**config.mk**
```make
export PLATFORM = sky130hd
export DESIGN_NAME = voice_seq
export DESIGN_NICKNAME = d
export VERILOG_FILES = /design/src/rtl/voice_seq_pkg.sv /design/src/rtl/voice_seq_tick.sv /design/src/rtl/voice_seq_ramp.sv /design/src/rtl/voice_seq_ctrl.sv /design/src/rtl/voice_seq.sv
export SDC_FILE = /design/constraint.sdc
export NUM_CORES = 1
export LEC_CHECK = 0
export ABC_AREA = 1
export BUFFER_PORTS_ARGS = -buffer_cell sky130_fd_sc_hd__buf_2
export CORE_AREA = 2 2 100 102
export CTS_BUF_LIST = sky130_fd_sc_hd__clkbuf_8
export CTS_CLUSTER_DIAMETER = 150
export DETAILED_ROUTE_END_ITERATION = 12
export DIE_AREA = 0 0 102 104
export PLACE_DENSITY_LB_ADDON = 0.12
export RECOVER_POWER = 100
export SLEW_MARGIN = 20
export SYNTH_ARGS = -nofsm -noshare
export SYNTH_HDL_FRONTEND = slang
export SYNTH_HIERARCHICAL = 1
export SYNTH_SLANG_ARGS = --single-unit
```
**constraint.sdc**
```tcl
create_clock -name clk_i -period 3 [get_ports clk_i]
set_input_delay 0.6 -clock clk_i [delete_from_list [all_inputs] [get_ports clk_i]]
set_output_delay 0.6 -clock clk_i [all_outputs]
set_load 0.01 [all_outputs]
```
**src/rtl/voice_seq_pkg.sv**
```systemverilog
package voice_seq_pkg;
  typedef enum logic [3:0] {
    ST_IDLE,
    ST_DIR_RD,
    ST_DIR_WT,
    ST_ENT_RD,
    ST_ENT_WT,
    ST_SMP_RD,
    ST_SMP_WT,
    ST_RAMP_UP,
    ST_PLAY,
    ST_RAMP_DN
  } seq_state_e;
endpackage

```
**src/rtl/voice_seq_tick.sv**
```systemverilog
module voice_seq_tick #(
  parameter int DIV_W = 12
) (
  input  logic             clk_i,
  input  logic             rst_ni,
  input  logic             run_i,
  input  logic [DIV_W-1:0] div_i,
  output logic             tick_o
);
  logic [DIV_W-1:0] cnt_q;

  always_ff @(posedge clk_i or negedge rst_ni) begin
    if (!rst_ni)                 cnt_q <= '0;
    else if (!run_i)             cnt_q <= div_i;
    else if (cnt_q == '0)        cnt_q <= div_i;
    else                         cnt_q <= cnt_q - 1'b1;
  end

  assign tick_o = run_i && (cnt_q == '0);


  tick_gap_chk: assert property (@(posedge clk_i) disable iff (!rst_ni)
    (tick_o && div_i != '0 && $stable(div_i)) |=> !tick_o);
endmodule

```
**src/rtl/voice_seq_ramp.sv**
```systemverilog
module voice_seq_ramp #(
  parameter int SMP_W = 8
) (
  input  logic [SMP_W-1:0] cur_i,
  input  logic [SMP_W-1:0] tgt_i,
  output logic [SMP_W-1:0] nxt_o,
  output logic             eq_o,
  output logic             nxt_eq_o
);
  always_comb begin
    if (cur_i < tgt_i)      nxt_o = cur_i + 1'b1;
    else if (cur_i > tgt_i) nxt_o = cur_i - 1'b1;
    else                    nxt_o = cur_i;
  end

  assign eq_o     = (cur_i == tgt_i);
  assign nxt_eq_o = (nxt_o == tgt_i);
endmodule

```
**src/rtl/voice_seq_ctrl.sv**
```systemverilog
module voice_seq_ctrl
  import voice_seq_pkg::*;
#(
  parameter int SEC_W  = 3,
  parameter int TBL_AW = 5,
  parameter int ADDR_W = 12,
  parameter int LEN_W  = 8,
  parameter int SMP_W  = 8,
  localparam int ENT_W = 1 + ADDR_W + LEN_W
) (
  input  logic              clk_i,
  input  logic              rst_ni,
  input  logic              start_i,
  input  logic [SEC_W-1:0]  section_i,
  input  logic              abort_i,
  input  logic              tick_i,
  output logic              tbl_rd_o,
  output logic [TBL_AW-1:0] tbl_addr_o,
  input  logic [ENT_W-1:0]  tbl_data_i,
  output logic              mem_rd_o,
  output logic [ADDR_W-1:0] mem_addr_o,
  input  logic [SMP_W-1:0]  mem_data_i,
  output logic [SMP_W-1:0]  sample_o,
  output logic              stb_o,
  output logic              busy_o
);
  localparam logic [SMP_W-1:0] MID_CODE = SMP_W'(1) << (SMP_W - 1);

  seq_state_e        state_q, state_d;
  logic [SEC_W-1:0]  sec_q, sec_d;
  logic [TBL_AW-1:0] ent_q, ent_d;
  logic [ADDR_W-1:0] addr_q, addr_d;
  logic [LEN_W-1:0]  rem_q, rem_d;
  logic              last_q, last_d;
  logic              primed_q, primed_d;
  logic [SMP_W-1:0]  smp_q, smp_d;
  logic [SMP_W-1:0]  out_q, out_d;
  logic              stb_q, stb_d;

  logic [SMP_W-1:0]  ramp_tgt, ramp_nxt;
  logic              ramp_eq, ramp_nxt_eq;

  assign ramp_tgt = (state_q == ST_RAMP_UP) ? smp_q : MID_CODE;

  voice_seq_ramp #(.SMP_W(SMP_W)) u_ramp (
    .cur_i    (out_q),
    .tgt_i    (ramp_tgt),
    .nxt_o    (ramp_nxt),
    .eq_o     (ramp_eq),
    .nxt_eq_o (ramp_nxt_eq)
  );

  always_comb begin
    state_d  = state_q;
    sec_d    = sec_q;
    ent_d    = ent_q;
    addr_d   = addr_q;
    rem_d    = rem_q;
    last_d   = last_q;
    primed_d = primed_q;
    smp_d    = smp_q;
    out_d    = out_q;
    stb_d    = 1'b0;

    unique case (state_q)
      ST_IDLE: if (start_i) begin
        sec_d    = section_i;
        primed_d = 1'b0;
        state_d  = ST_DIR_RD;
      end
      ST_DIR_RD: state_d = ST_DIR_WT;
      ST_DIR_WT: begin
        ent_d   = tbl_data_i[TBL_AW-1:0];
        state_d = ST_ENT_RD;
      end
      ST_ENT_RD: state_d = ST_ENT_WT;
      ST_ENT_WT: begin
        last_d  = tbl_data_i[ENT_W-1];
        addr_d  = tbl_data_i[LEN_W +: ADDR_W];
        rem_d   = tbl_data_i[LEN_W-1:0];
        ent_d   = ent_q + 1'b1;
        state_d = ST_SMP_RD;
      end
      ST_SMP_RD: state_d = ST_SMP_WT;
      ST_SMP_WT: begin
        smp_d   = mem_data_i;
        addr_d  = addr_q + 1'b1;
        state_d = primed_q ? ST_PLAY : ST_RAMP_UP;
      end
      ST_RAMP_UP, ST_PLAY: if (tick_i) begin
        stb_d = 1'b1;
        if (state_q == ST_RAMP_UP && !ramp_eq && !ramp_nxt_eq) begin
          out_d = ramp_nxt;
        end else begin
          out_d    = smp_q;
          primed_d = 1'b1;
          if (rem_q <= LEN_W'(1)) begin
            state_d = last_q ? ST_RAMP_DN : ST_ENT_RD;
          end else begin
            rem_d   = rem_q - 1'b1;
            state_d = ST_SMP_RD;
          end
        end
      end
      ST_RAMP_DN: if (tick_i) begin
        if (ramp_eq) begin
          state_d = ST_IDLE;
        end else begin
          out_d = ramp_nxt;
          stb_d = 1'b1;
        end
      end
      default: state_d = ST_IDLE;
    endcase

    // abort overrides any pending emission
    if (abort_i && state_q != ST_IDLE && state_q != ST_RAMP_DN) begin
      state_d = ST_RAMP_DN;
      out_d   = out_q;
      stb_d   = 1'b0;
    end
  end

  always_ff @(posedge clk_i or negedge rst_ni) begin
    if (!rst_ni) begin
      state_q  <= ST_IDLE;
      sec_q    <= '0;
      ent_q    <= '0;
      addr_q   <= '0;
      rem_q    <= '0;
      last_q   <= 1'b0;
      primed_q <= 1'b0;
      smp_q    <= MID_CODE;
      out_q    <= MID_CODE;
      stb_q    <= 1'b0;
    end else begin
      state_q  <= state_d;
      sec_q    <= sec_d;
      ent_q    <= ent_d;
      addr_q   <= addr_d;
      rem_q    <= rem_d;
      last_q   <= last_d;
      primed_q <= primed_d;
      smp_q    <= smp_d;
      out_q    <= out_d;
      stb_q    <= stb_d;
    end
  end

  assign tbl_rd_o   = (state_q == ST_DIR_RD) || (state_q == ST_ENT_RD);
  assign tbl_addr_o = (state_q == ST_DIR_RD) ? TBL_AW'(sec_q) : ent_q;
  assign mem_rd_o   = (state_q == ST_SMP_RD);
  assign mem_addr_o = addr_q;
  assign sample_o   = out_q;
  assign stb_o      = stb_q;
  assign busy_o     = (state_q != ST_IDLE);


  idle_mid_chk: assert property (@(posedge clk_i) disable iff (!rst_ni)
    (state_q == ST_IDLE) |-> (out_q == MID_CODE && !stb_q));

  busy_rise_chk: assert property (@(posedge clk_i) disable iff (!rst_ni)
    (start_i && state_q == ST_IDLE) |=> busy_o);

  stb_busy_chk: assert property (@(posedge clk_i) disable iff (!rst_ni)
    stb_q |-> busy_o);

  ramp_step_chk: assert property (@(posedge clk_i) disable iff (!rst_ni)
    (stb_q && ($past(state_q) == ST_RAMP_UP || $past(state_q) == ST_RAMP_DN)) |->
    (out_q == $past(out_q) || (out_q - $past(out_q)) == SMP_W'(1) ||
     ($past(out_q) - out_q) == SMP_W'(1)));

  abort_chk: assert property (@(posedge clk_i) disable iff (!rst_ni)
    (abort_i && state_q != ST_IDLE) |=> (state_q == ST_RAMP_DN || state_q == ST_IDLE));

  retrig_chk: assert property (@(posedge clk_i) disable iff (!rst_ni)
    (start_i && state_q != ST_IDLE) |=> $stable(sec_q));
endmodule

```
**src/rtl/voice_seq.sv**
```systemverilog
module voice_seq #(
  parameter int SEC_W  = 3,
  parameter int TBL_AW = 5,
  parameter int ADDR_W = 12,
  parameter int LEN_W  = 8,
  parameter int SMP_W  = 8,
  parameter int DIV_W  = 12,
  localparam int ENT_W = 1 + ADDR_W + LEN_W
) (
  input  logic              clk_i,
  input  logic              rst_ni,
  input  logic              start_i,
  input  logic [SEC_W-1:0]  section_i,
  input  logic              abort_i,
  input  logic [DIV_W-1:0]  div_i,
  output logic              tbl_rd_o,
  output logic [TBL_AW-1:0] tbl_addr_o,
  input  logic [ENT_W-1:0]  tbl_data_i,
  output logic              mem_rd_o,
  output logic [ADDR_W-1:0] mem_addr_o,
  input  logic [SMP_W-1:0]  mem_data_i,
  output logic [SMP_W-1:0]  sample_o,
  output logic              sample_stb_o,
  output logic              busy_o
);
  logic tick;

  voice_seq_tick #(.DIV_W(DIV_W)) u_tick (
    .clk_i  (clk_i),
    .rst_ni (rst_ni),
    .run_i  (busy_o),
    .div_i  (div_i),
    .tick_o (tick)
  );

  voice_seq_ctrl #(
    .SEC_W (SEC_W), .TBL_AW(TBL_AW), .ADDR_W(ADDR_W),
    .LEN_W (LEN_W), .SMP_W (SMP_W)
  ) u_ctrl (
    .clk_i      (clk_i),
    .rst_ni     (rst_ni),
    .start_i    (start_i),
    .section_i  (section_i),
    .abort_i    (abort_i),
    .tick_i     (tick),
    .tbl_rd_o   (tbl_rd_o),
    .tbl_addr_o (tbl_addr_o),
    .tbl_data_i (tbl_data_i),
    .mem_rd_o   (mem_rd_o),
    .mem_addr_o (mem_addr_o),
    .mem_data_i (mem_data_i),
    .sample_o   (sample_o),
    .stb_o      (sample_stb_o),
    .busy_o     (busy_o)
  );
endmodule

```
* Word level (Yosys, flattened, before mapping) *
Cells that the tools add are included.
Widths: inputs -> output; s select.

word-level totals
  register bits = 63
  input port bits = 48
  output and inout port bits = 29
  word-level logic and storage cells = 102

operators by class
  add/sub/neg operators = 6
  order comparisons = 3
  equality and inequality tests = 23
  mux-type cells = 36
  bitwise gates (word level) = 1
  reductions and logical operators = 22

operators by type and width
  operator               count
  $mux 8                 10
  $mux 4                 9
  $pmux 4 s9             1
  $pmux 8 s2             2
  $mux 12                2
  $pmux 12 s2            1
  $eq 4x3->1 const B     4
  $eq 8x8->1             2
  $sub 8x1->8 const B    2
  $add 12x1->12 const B  1
  $logic_not 12->1       1
  $ne 2x2->1 const B     6
  $sub 12x1->12 const B  1
  $pmux 5 s2             1
  $reduce_and 5->1       2
  $reduce_bool 2->1      5
  $ne 3x2->1 const B     3
  $add 8x1->8 const B    1
  $eq 4x2->1 const B     2
  $eq 4x4->1 const B     2
  $gt 8x8->1             1
  $le 8x1->1 const B     1
  $lt 8x8->1             1
  $reduce_and 4->1       2
  16 further kinds       28

* Depth between registers and ports, before layout *
Gate-level depths: netlist of run 1.

  depth in word-level cells = 12
  gate-level depth with buffers = 30
  depth with buffers taken out = 29

* Hierarchy *
Netlist of run 1, hierarchy kept.

modules (own cells, without submodules)
  module          times used  cells an instance  area an instance (um2)  seq. area each (um2)
  voice_seq_ctrl  1           468                3156.8                  1278.7
  voice_seq_tick  1           108                764.5                   300.3
  voice_seq_ramp  1           147                728.2                   0.0

* Worst setup path after synthesis of run 1 *
OpenSTA, ideal clock, no wires.

  path kind = reg2reg
  from = register u_ctrl.state_q[3]
  to = register u_ctrl.out_q[0] (netlist: u_ctrl/sample_o[0])
  setup time = 0.121 ns
  arrival time = 2.738 ns
  data required time = 2.879 ns
  path slack = 0.142 ns
  cell stages (with the launch flop) = 27
  buffers on the path = 0
  period minus slack after synthesis = 2.858 ns
  cell sequence = dfrtp_1 nor2_4 nand2_4 nor2_1 inv_1 ha_1 nand2_1 a21oi_1 nor2_4 nand2_4 nand2_1 nand2_1 nand2_1 nand2_2 nand2_1 nand2_1 nor2_1 nand2_1 nor2_1 inv_1 nand2_1 nor2_2 inv_2 nand2_1 nand2_1 nand3_1 nand2_1

on the way
  cells in the longest elaborated chain, start to end = 11
  elaborated cells on any way between the ends = 31
  classes of those cells = order compare (2); eq/ne (9); mux (8); bitwise (1); reduce/logical (11)

ends and longest elaborated chain
  element                   line                   text
  start: declaration        voice_seq_ctrl.sv:29   seq_state_e state_q, state_d;
  start signal: assignment  voice_seq_ctrl.sv:137  state_q <= state_d;
  $eq 4x3->1 *              voice_seq_ctrl.sv:43   assign ramp_tgt = (state_q == ST_RAMP_UP) ? smp_q : MID_CODE;
  $mux 8 *                  voice_seq_ctrl.sv:43
  net u_ctrl.ramp_tgt[6]    voice_seq_ctrl.sv:40   logic [SMP_W-1:0] ramp_tgt, ramp_nxt;
  $gt 8x8->1                voice_seq_ramp.sv:12   else if (cur_i > tgt_i) nxt_o = cur_i - 1'b1;
  $mux 8                    voice_seq_ramp.sv:12
  $mux 8 *                  voice_seq_ramp.sv:11   if (cur_i < tgt_i) nxt_o = cur_i + 1'b1;
  net u_ctrl.ramp_nxt[3]    voice_seq_ctrl.sv:40
  $eq 8x8->1 *              voice_seq_ramp.sv:17   assign nxt_eq_o = (nxt_o == tgt_i);
  net u_ctrl.ramp_nxt_eq    voice_seq_ctrl.sv:41   logic ramp_eq, ramp_nxt_eq;
  $logic_not 1->1 *         voice_seq_ctrl.sv:92   if (state_q == ST_RAMP_UP && !ramp_eq && !ramp_nxt_eq) begin
  $logic_and 1x1->1 *       voice_seq_ctrl.sv:92
  $mux 8 *                  voice_seq_ctrl.sv:92
  $mux 8 *                  voice_seq_ctrl.sv:90   ST_RAMP_UP, ST_PLAY: if (tick_i) begin
  $pmux 8 s2 *              voice_seq_ctrl.sv:65   unique case (state_q)
  end signal: assignment    voice_seq_ctrl.sv:145  out_q <= out_d;
  end: declaration          voice_seq_ctrl.sv:37   logic [SMP_W-1:0] out_q, out_d;

The timed path passes the listed nets; every way through them passes the cells marked *. The select of a mux whose other input is x is not followed.
A chain may end at the register's enable or synchronous reset.

* Final worst setup path of run 1 *
  from = register u_ctrl.state_q[3]
  to = register u_ctrl.out_q[5] (netlist: u_ctrl/sample_o[5])

on the way
  cells in the longest elaborated chain, start to end = 11
  elaborated cells on any way between the ends = 31
  classes of those cells = order compare (2); eq/ne (9); mux (8); bitwise (1); reduce/logical (11)

ends and longest elaborated chain
  element                 line
  $eq 4x3->1 *            voice_seq_ctrl.sv:43
  $mux 8 *                voice_seq_ctrl.sv:43
  net u_ctrl.ramp_tgt[4]  voice_seq_ctrl.sv:40
  $gt 8x8->1              voice_seq_ramp.sv:12
  $mux 8                  voice_seq_ramp.sv:12
  $mux 8                  voice_seq_ramp.sv:11
  $eq 8x8->1 *            voice_seq_ramp.sv:17
  net u_ctrl.ramp_nxt_eq  voice_seq_ctrl.sv:41
  $logic_not 1->1 *       voice_seq_ctrl.sv:92
  $logic_and 1x1->1 *     voice_seq_ctrl.sv:92
  $mux 8 *                voice_seq_ctrl.sv:92
  $mux 8 *                voice_seq_ctrl.sv:90
  $pmux 8 s2 *            voice_seq_ctrl.sv:65

Marked as above.

==> results.json, run 1 <==
{
  "port-buffer-count": 76,
  "grt_setup_unrepaired": "true",
  "synth_seq_area_share_pct": 33.96,
  "p_per_area_mw_per_mm2": 785.8,
  "crit_required_ns": 3.24,
  "cap_violations": 1,
  "p_int_mw": 2.702,
  "met3_usage_pct": 4.167,
  "synthArstFlopShare_pct": 100.0,
  "end_kind": "flop",
  "track_usage_pct": 26.44,
  "violations": "capacitance limit, slew limit, setup timing",
  "hold_path.class": "input pin to flop",
  "fin_util_pct": 65.72,
  "numCtsBuffers": 9,
  "hpwl_mm": 9.639,
  "wl_per_cell_um": 14.39,
  "syn_nets": 787,
  "max-slew-margin-rel_pct": -17.00,
  "seq_power_share_pct": 30.9,
  "netlist_instances": 723,
  "start_util_pct": 48.69,
  "p_clk_share_pct": 21.0,
  "die-area_mm2": 0.01061,
  "pin_count": 77,
  "stdcell_count": 999,
  "period_share_pct": 106.7,
  "cts_sinks": 63,
  "fmax_mhz": 312.3,
  "reg2regPathDepth": 26,
  "clockBufferDepth": 2,
  "synth-edff-count": 0,
  "tightest_slew_ns": 1.755,
  "peakVddDrop_mv": 0.4544,
  "cp.buffers_inverters": 5,
  "layout_common_cells": "204 x nand2_1, 97 x inv_1, 66 x nor2_1",
  "vias": 5283,
  "ys_warn_count": 6,
  "cts_tree": "done",
  "p_leak_nw": 3.327,
  "die_h_um": 104,
  "clk_pin_slew_ns": 0.08,
  "worstPathArrival_ns": 3.44,
  "worstSetupPathType": "flop to flop",
  "finalSetupViolCount": 21,
  "crit_path_max_incr_delay_ns": 0.44,
  "grt_use_met1_pct": 34.66,
  "grt_start_max_net_pins": 34,
  "crit_fanout": 8,
  "antennaDiodeCount": 0,
  "antenna_found_initial": 0,
  "synth_xor_area_share_pct": 1.507,
  "synthMuxAreaShare_pct": 0,
  "startpoint": "u_ctrl/state_q[3]",
  "postRouteAntennaNets": 0,
  "cts_root_buffer": "clkbuf_8",
  "drv_slew": 32,
  "drt-vias-per-instance": 5.288,
  "wirelength_mm": 14.38,
  "fin_nets": 925,
  "drt_first_pass_iters": 6,
  "ys_types": 34,
  "clock_latency_ns": 0.36,
  "syn-cell-area_mm2": 0.004649,
  "crit_family": "simple AND/OR/NAND/NOR gates",
  "gp_congestion": 0.8986,
  "die_w_um": 102,
  "finalPower_mw": 4.932,
  "synth_compound_area_share_pct": 9.230,
  "place_ws_ns": -0.3096,
  "area_growth_pct": 34.98,
  "p_comb_share_pct": 48.1,
  "worstSetupStartpointType": "flop",
  "drive_above_1_share_pct": 28.64,
  "synth-simple-area-share_pct": 40.66,
  "use_met2_pct": 42.76,
  "cp-endpoint": "u_ctrl/sample_o[5]",
  "critical_path_depth": 26,
  "dp.cells": 956,
  "drt_iter0_markers": 288,
  "skew_ns": 0.01487,
  "fin_crit_ns": 3.202,
  "drc_errors": 0,
  "grt-ovfl-total": 0,
  "rrSetupSlack_ns": -0.20,
  "gr-max-usage-layer": "met2",
  "ys.flop_type": "dfrtp_1",
  "switching_share_pct": 45.21,
  "final_common_cell": "nand2_1",
  "synth_top_family_by_area": "simple AND/OR/NAND/NOR gates",
  "timing.rr.start": "u_ctrl/state_q[3]",
  "core_mm2": 0.009549,
  "r2r_end": "u_ctrl/sample_o[5]",
  "finalHoldViolCount": 0,
  "synth-seq-cells": 63,
  "fillers": 859,
  "status": "complete, but fails checks",
  "p_switching_mw": 2.230,
  "slowest_stage": "dfrtp_2",
  "grt_pass1_vias": 4874,
  "synth.avg_cell_area_um2": 6.431,
  "htree_levels": 3,
  "yosys.area_share.adder_pct": 4.306,
  "setup_ws_ns": -0.2020,
  "grt_pass1_wl_mm": 22.69,
  "num_rows": 36
}
cell type report:
class	count	area, um^2	area share [%]
sequential	63	1580	25.18
clock buffer	10	137.6	2.193
clock inverter	6	137.6	2.193
tap	133	166.4	2.652
timing repair buffer	131	785.8	12.52
multi-input combinational	542	3033	48.33
inverter	114	435.4	6.938
sequential cells by signal (all words and copies together) (netlist names):
name	count
u_ctrl/mem_addr_o	12
u_tick/cnt_q	12
u_ctrl/rem_q	8
u_ctrl/sample_o	8
u_ctrl/smp_q	8
u_ctrl/ent_q	5
u_ctrl/state_q	4
u_ctrl/sec_q	3
u_ctrl/last_q	1
u_ctrl/primed_q	1
u_ctrl/stb_o	1
cells by family after synthesis:
kind of cell,Yosys count
simple gates,432
compound gates,82
xor+xnor,8
buf+inv,122
fa+ha+maj,16
flops,63
power groups by stage:
stage	combinational, mW	clock (mW)	sequential (mW)
floorplan	1.54	0	1.51
global placement	2.14	0	1.51
detailed placement	2.19	0	1.53
CTS	2.31	1.05	1.52
global route	2.67	1.10	1.57
finish	2.37	1.04	1.52
worst register-to-register path: stages, from the launching register on:
cell	delay, ns
dfrtp_2	0.44
nor2_4	0.18
nand2_8	0.12
nor2_4	0.11
inv_1	0.09
ha_4	0.29
nand2_4	0.05
nor2_4	0.16
buf_6	0.15
nand2_8	0.08
nand2_8	0.10
nand2_2	0.08
nand2_1	0.07
nand2_2	0.06
nand3_2	0.07
nand2_1	0.08
nor2_1	0.12
nand2_1	0.07
nor2_1	0.10
inv_1	0.06
nand2_2	0.08
nor2_4	0.05
inv_2	0.10
buf_6	0.14
nand3_1	0.09
nand3_1	0.11
nand2_1	0.05
cell usage after synthesis, drive strengths merged (3+ instances only):
cell	n	area share, %
buf	6	0.97
nand2	246	21
o211ai	3	0.48
dfrtp	61	33
inv	113	9.1
nand3	81	8.9
nor2	88	8.5
nor3	6	0.75
xnor2	5	0.94
o21ai	60	6.5
xor2	3	0.57
nand4	9	1.2
ha	16	4.3
a21oi	15	1.6
per-stage QoR:
step	hold WS, ns	area (um^2)	TNS, ns
6_report	0.4422	6276	-3.133
5_1_grt	0.4403	6276	-6.744
4_1_cts	0.3240	6083	-0.4338
3_5_place_dp	0.4708	5396	-4.997
3_3_place_gp	0.4674	5396	-3.991
2_1_floorplan	0.3044	4649	0
worst min-delay path by stage:
| stage | from | to | depth (start not counted) |
|---|---|---|---|
| detailed placement | u_ctrl/sec_q[0] | u_ctrl/sec_q[0] | 2 |
| floorplan | rst_ni | u_ctrl/ent_q[0] | 0 |
| CTS | rst_ni | u_tick/cnt_q[8] | 1 |
| finish | div_i[10] | u_tick/cnt_q[10] | 3 |
| global placement | u_ctrl/sec_q[2] | u_ctrl/sec_q[2] | 2 |
| global route | div_i[10] | u_tick/cnt_q[10] | 3 |
layer usage:
| metal | routed length (um) | part of all wire, % |
|---|---|---|
| met1 | 5952 | 41 |
| met2 | 7002 | 49 |
| met3 | 872 | 6.1 |
| met4 | 547 | 3.8 |
| met5 | 0 | 0 |
timing repair:
item                                    4_1_cts  5_1_grt
resized for setup                            65       45
endpoints found under the setup margin       21       21
pin swaps                                    22       32
setup buffers                                15        7
hold buffers                                  0        0
gates cloned                                  4        1
Power figures use the tool's default switching activity.
==> inputs of run 2 (changes only) <==
--- a/config.mk
+++ b/config.mk
@@ -14,6 +14,7 @@
 export DIE_AREA = 0 0 102 104
 export PLACE_DENSITY_LB_ADDON = 0.12
 export RECOVER_POWER = 100
+export SKIP_LAST_GASP = 1
 export SLEW_MARGIN = 20
 export SYNTH_ARGS = -nofsm -noshare
 export SYNTH_HDL_FRONTEND = slang
==> constraint.sdc (replaced) <==
create_clock -name clk_i -period 3.2 [get_ports clk_i]
set_input_delay 0.64 -clock clk_i [delete_from_list [all_inputs] [get_ports clk_i]]
set_output_delay 0.64 -clock clk_i [all_outputs]
set_load 0.01 [all_outputs]
==> run 2 against run 1 <==
Net effect: the flow still finishes with violations (capacitance limit, slew limit, setup timing); die area did not move; utilization decreased by 4.2 points; combinational power down 9.7%; first-iteration DRC count down 11%; clock power is 24% lower; sequential power is 6% lower; via count is 5.0% lower; sequential share of layout area up 1.7 points; final area fell by 6.4%; fmax is 0.13% lower; highest routed layer unchanged.
==> results.json, run 2 (same netlist as run 1, synthesis figures left out) <==
{
  "fmax_mhz": 311.9,
  "worstSetupPathType": "flop to flop",
  "numCtsBuffers": 9,
  "fin_crit_ns": 3.206,
  "met3_usage_pct": 4.704,
  "fin_nets": 904,
  "dp.cells": 948,
  "drt_first_pass_iters": 7,
  "skew_ns": 0.01452,
  "postRouteAntennaNets": 0,
  "cts_tree": "done",
  "stdcell_count": 978,
  "antennaDiodeCount": 0,
  "wirelength_mm": 13.14,
  "worstSetupStartpointType": "flop",
  "finalSetupViolCount": 2,
  "fin_tns_setup_ns": -0.008324,
  "area_growth_pct": 26.37,
  "pin_count": 77,
  "crit_path_max_incr_delay_ns": 0.39,
  "layout_common_cells": "213 x nand2_1, 102 x inv_1, 77 x nand3_1",
  "grt_use_met1_pct": 32.44,
  "status": "complete, but fails checks",
  "htree_levels": 3,
  "vias": 5018,
  "p_per_area_mw_per_mm2": 742.7,
  "core_mm2": 0.009549,
  "clockBufferDepth": 2,
  "cpMostUsedCell": "nand2_2",
  "antenna_found_initial": 0,
  "track_usage_pct": 24.19,
  "drv_slew": 64,
  "use_met2_pct": 39.24,
  "finalHoldViolCount": 0,
  "gr-max-usage-layer": "met2",
  "clock_latency_ns": 0.35,
  "die_w_um": 102,
  "cap_violations": 1,
  "drt-vias-per-instance": 5.131,
  "grt_pass1_vias": 4653,
  "grt_setup_unrepaired": "true",
  "port-buffer-count": 76,
  "hpwl_mm": 9.293,
  "num_rows": 36,
  "crit_required_ns": 3.49,
  "worstPathArrival_ns": 3.49,
  "tightest_slew_ns": 1.591,
  "end_kind": "flop",
  "finalPower_mw": 4.364,
  "grt_start_max_net_pins": 64,
  "grt_pass1_wl_mm": 20.89,
  "drt_iter0_markers": 256,
  "die_h_um": 104,
  "crit_fanout": 8,
  "drive_above_1_share_pct": 23.31,
  "gp_congestion": 0.9497,
  "setup_ws_ns": -0.006242,
  "cts_sinks": 63,
  "max-slew-margin-rel_pct": -6.043,
  "grt-ovfl-total": 0,
  "start_util_pct": 48.69,
  "cts_root_buffer": "clkbuf_8",
  "clk_pin_slew_ns": 0.08,
  "period_share_pct": 100.2,
  "final_common_cell": "nand2_1",
  "violations": "capacitance limit, slew limit, setup timing",
  "drc_errors": 0,
  "die-area_mm2": 0.01061,
  "peakVddDrop_mv": 0.4887,
  "wl_per_cell_um": 13.44,
  "hold_path.class": "input pin to flop",
  "p_leak_nw": 3.140,
  "slowest_stage": "dfrtp_1"
}
==> run 2: cell types whose count changed in the layout (fill, tap and decap cells not counted), moves of 4 or more <==
cell,previous run,this run
inv_1,97,102
inv_2,14,9
nor2_2,8,12
nand3_1,63,77
buf_4,49,28
nand2_1,204,213
nand3_2,18,4
==> run 2: repair_timing <==
action / in CTS / in global routing
pin swaps: 2 / 31
setup buffers: 1 / 8
gates cloned: 1 / 4
resized for setup: 5 / 68
hold buffers: 0 / 0
hold endpoints to repair: 0 / 0
endpoints found under the setup margin: 16 / 21
==> run 2: through the flow <==
stage	worst slack, ns	hold WS (ns)	area [um^2]	util [%]
2_1_floorplan	0.3418	0.3444	4649	-
3_3_place_gp	-0.05317	0.4644	5324	55.75
3_5_place_dp	-0.08219	0.4729	5324	55.75
4_1_cts	0.02344	0.4779	5569	58.32
5_1_grt	-0.2341	0.4858	5876	61.53
6_report	-0.006242	0.4861	5876	61.53
==> run 2: area by class of cell <==
type / count / area, um^2
repair buffers: 109 / 599.3
well taps: 133 / 166.4
fillers: 908 / 3674
flip-flops and latches: 63 / 1580
multi-input cells: 543 / 2873
clock inverters: 7 / 95.09
inverters: 114 / 437.9
clock buffers: 9 / 123.9
==> run 2: where the power goes <==
| group | switching (mW) | internal [mW] | leakage (nW) |
|---|---|---|---|
| clock network | 0.350 | 0.441 | 0.110 |
| registers | 0.294 | 1.13 | 0.755 |
| logic | 1.41 | 0.736 | 2.28 |
==> run 2: routing by layer <==
| metal | share of wire, % | wire (um) |
|---|---|---|
| met5 | 0 | 0 |
| met4 | 1.7 | 220 |
| met3 | 5.0 | 654 |
| met2 | 49 | 6432 |
| met1 | 44 | 5834 |
==> run 2: critical path: cells and delay by family (launching register included) <==
| kind | cells | cell delay (ns) |
|---|---|---|
| compound gates | 1 | 0.19 |
| buf+inv | 4 | 0.28 |
| fa+ha+maj | 1 | 0.24 |
| flops | 1 | 0.39 |
| simple gates | 23 | 2.05 |
==> run 2: worst paths after layout <==
check                             startpoint  depth (start not counted)  slack, ns                 to
max                        u_ctrl/state_q[2]                         29     -0.006    u_ctrl/rem_q[5]
min                                div_i[10]                          3       0.49   u_tick/cnt_q[10]
max reg2reg                u_ctrl/state_q[2]                         29     -0.006    u_ctrl/rem_q[5]
min reg2reg                  u_ctrl/sec_q[0]                          2       0.49    u_ctrl/sec_q[0]
max in group asynchronous             rst_ni                          2       1.38  u_ctrl/state_q[3]
min in group asynchronous             rst_ni                          2       0.77    u_tick/cnt_q[1]
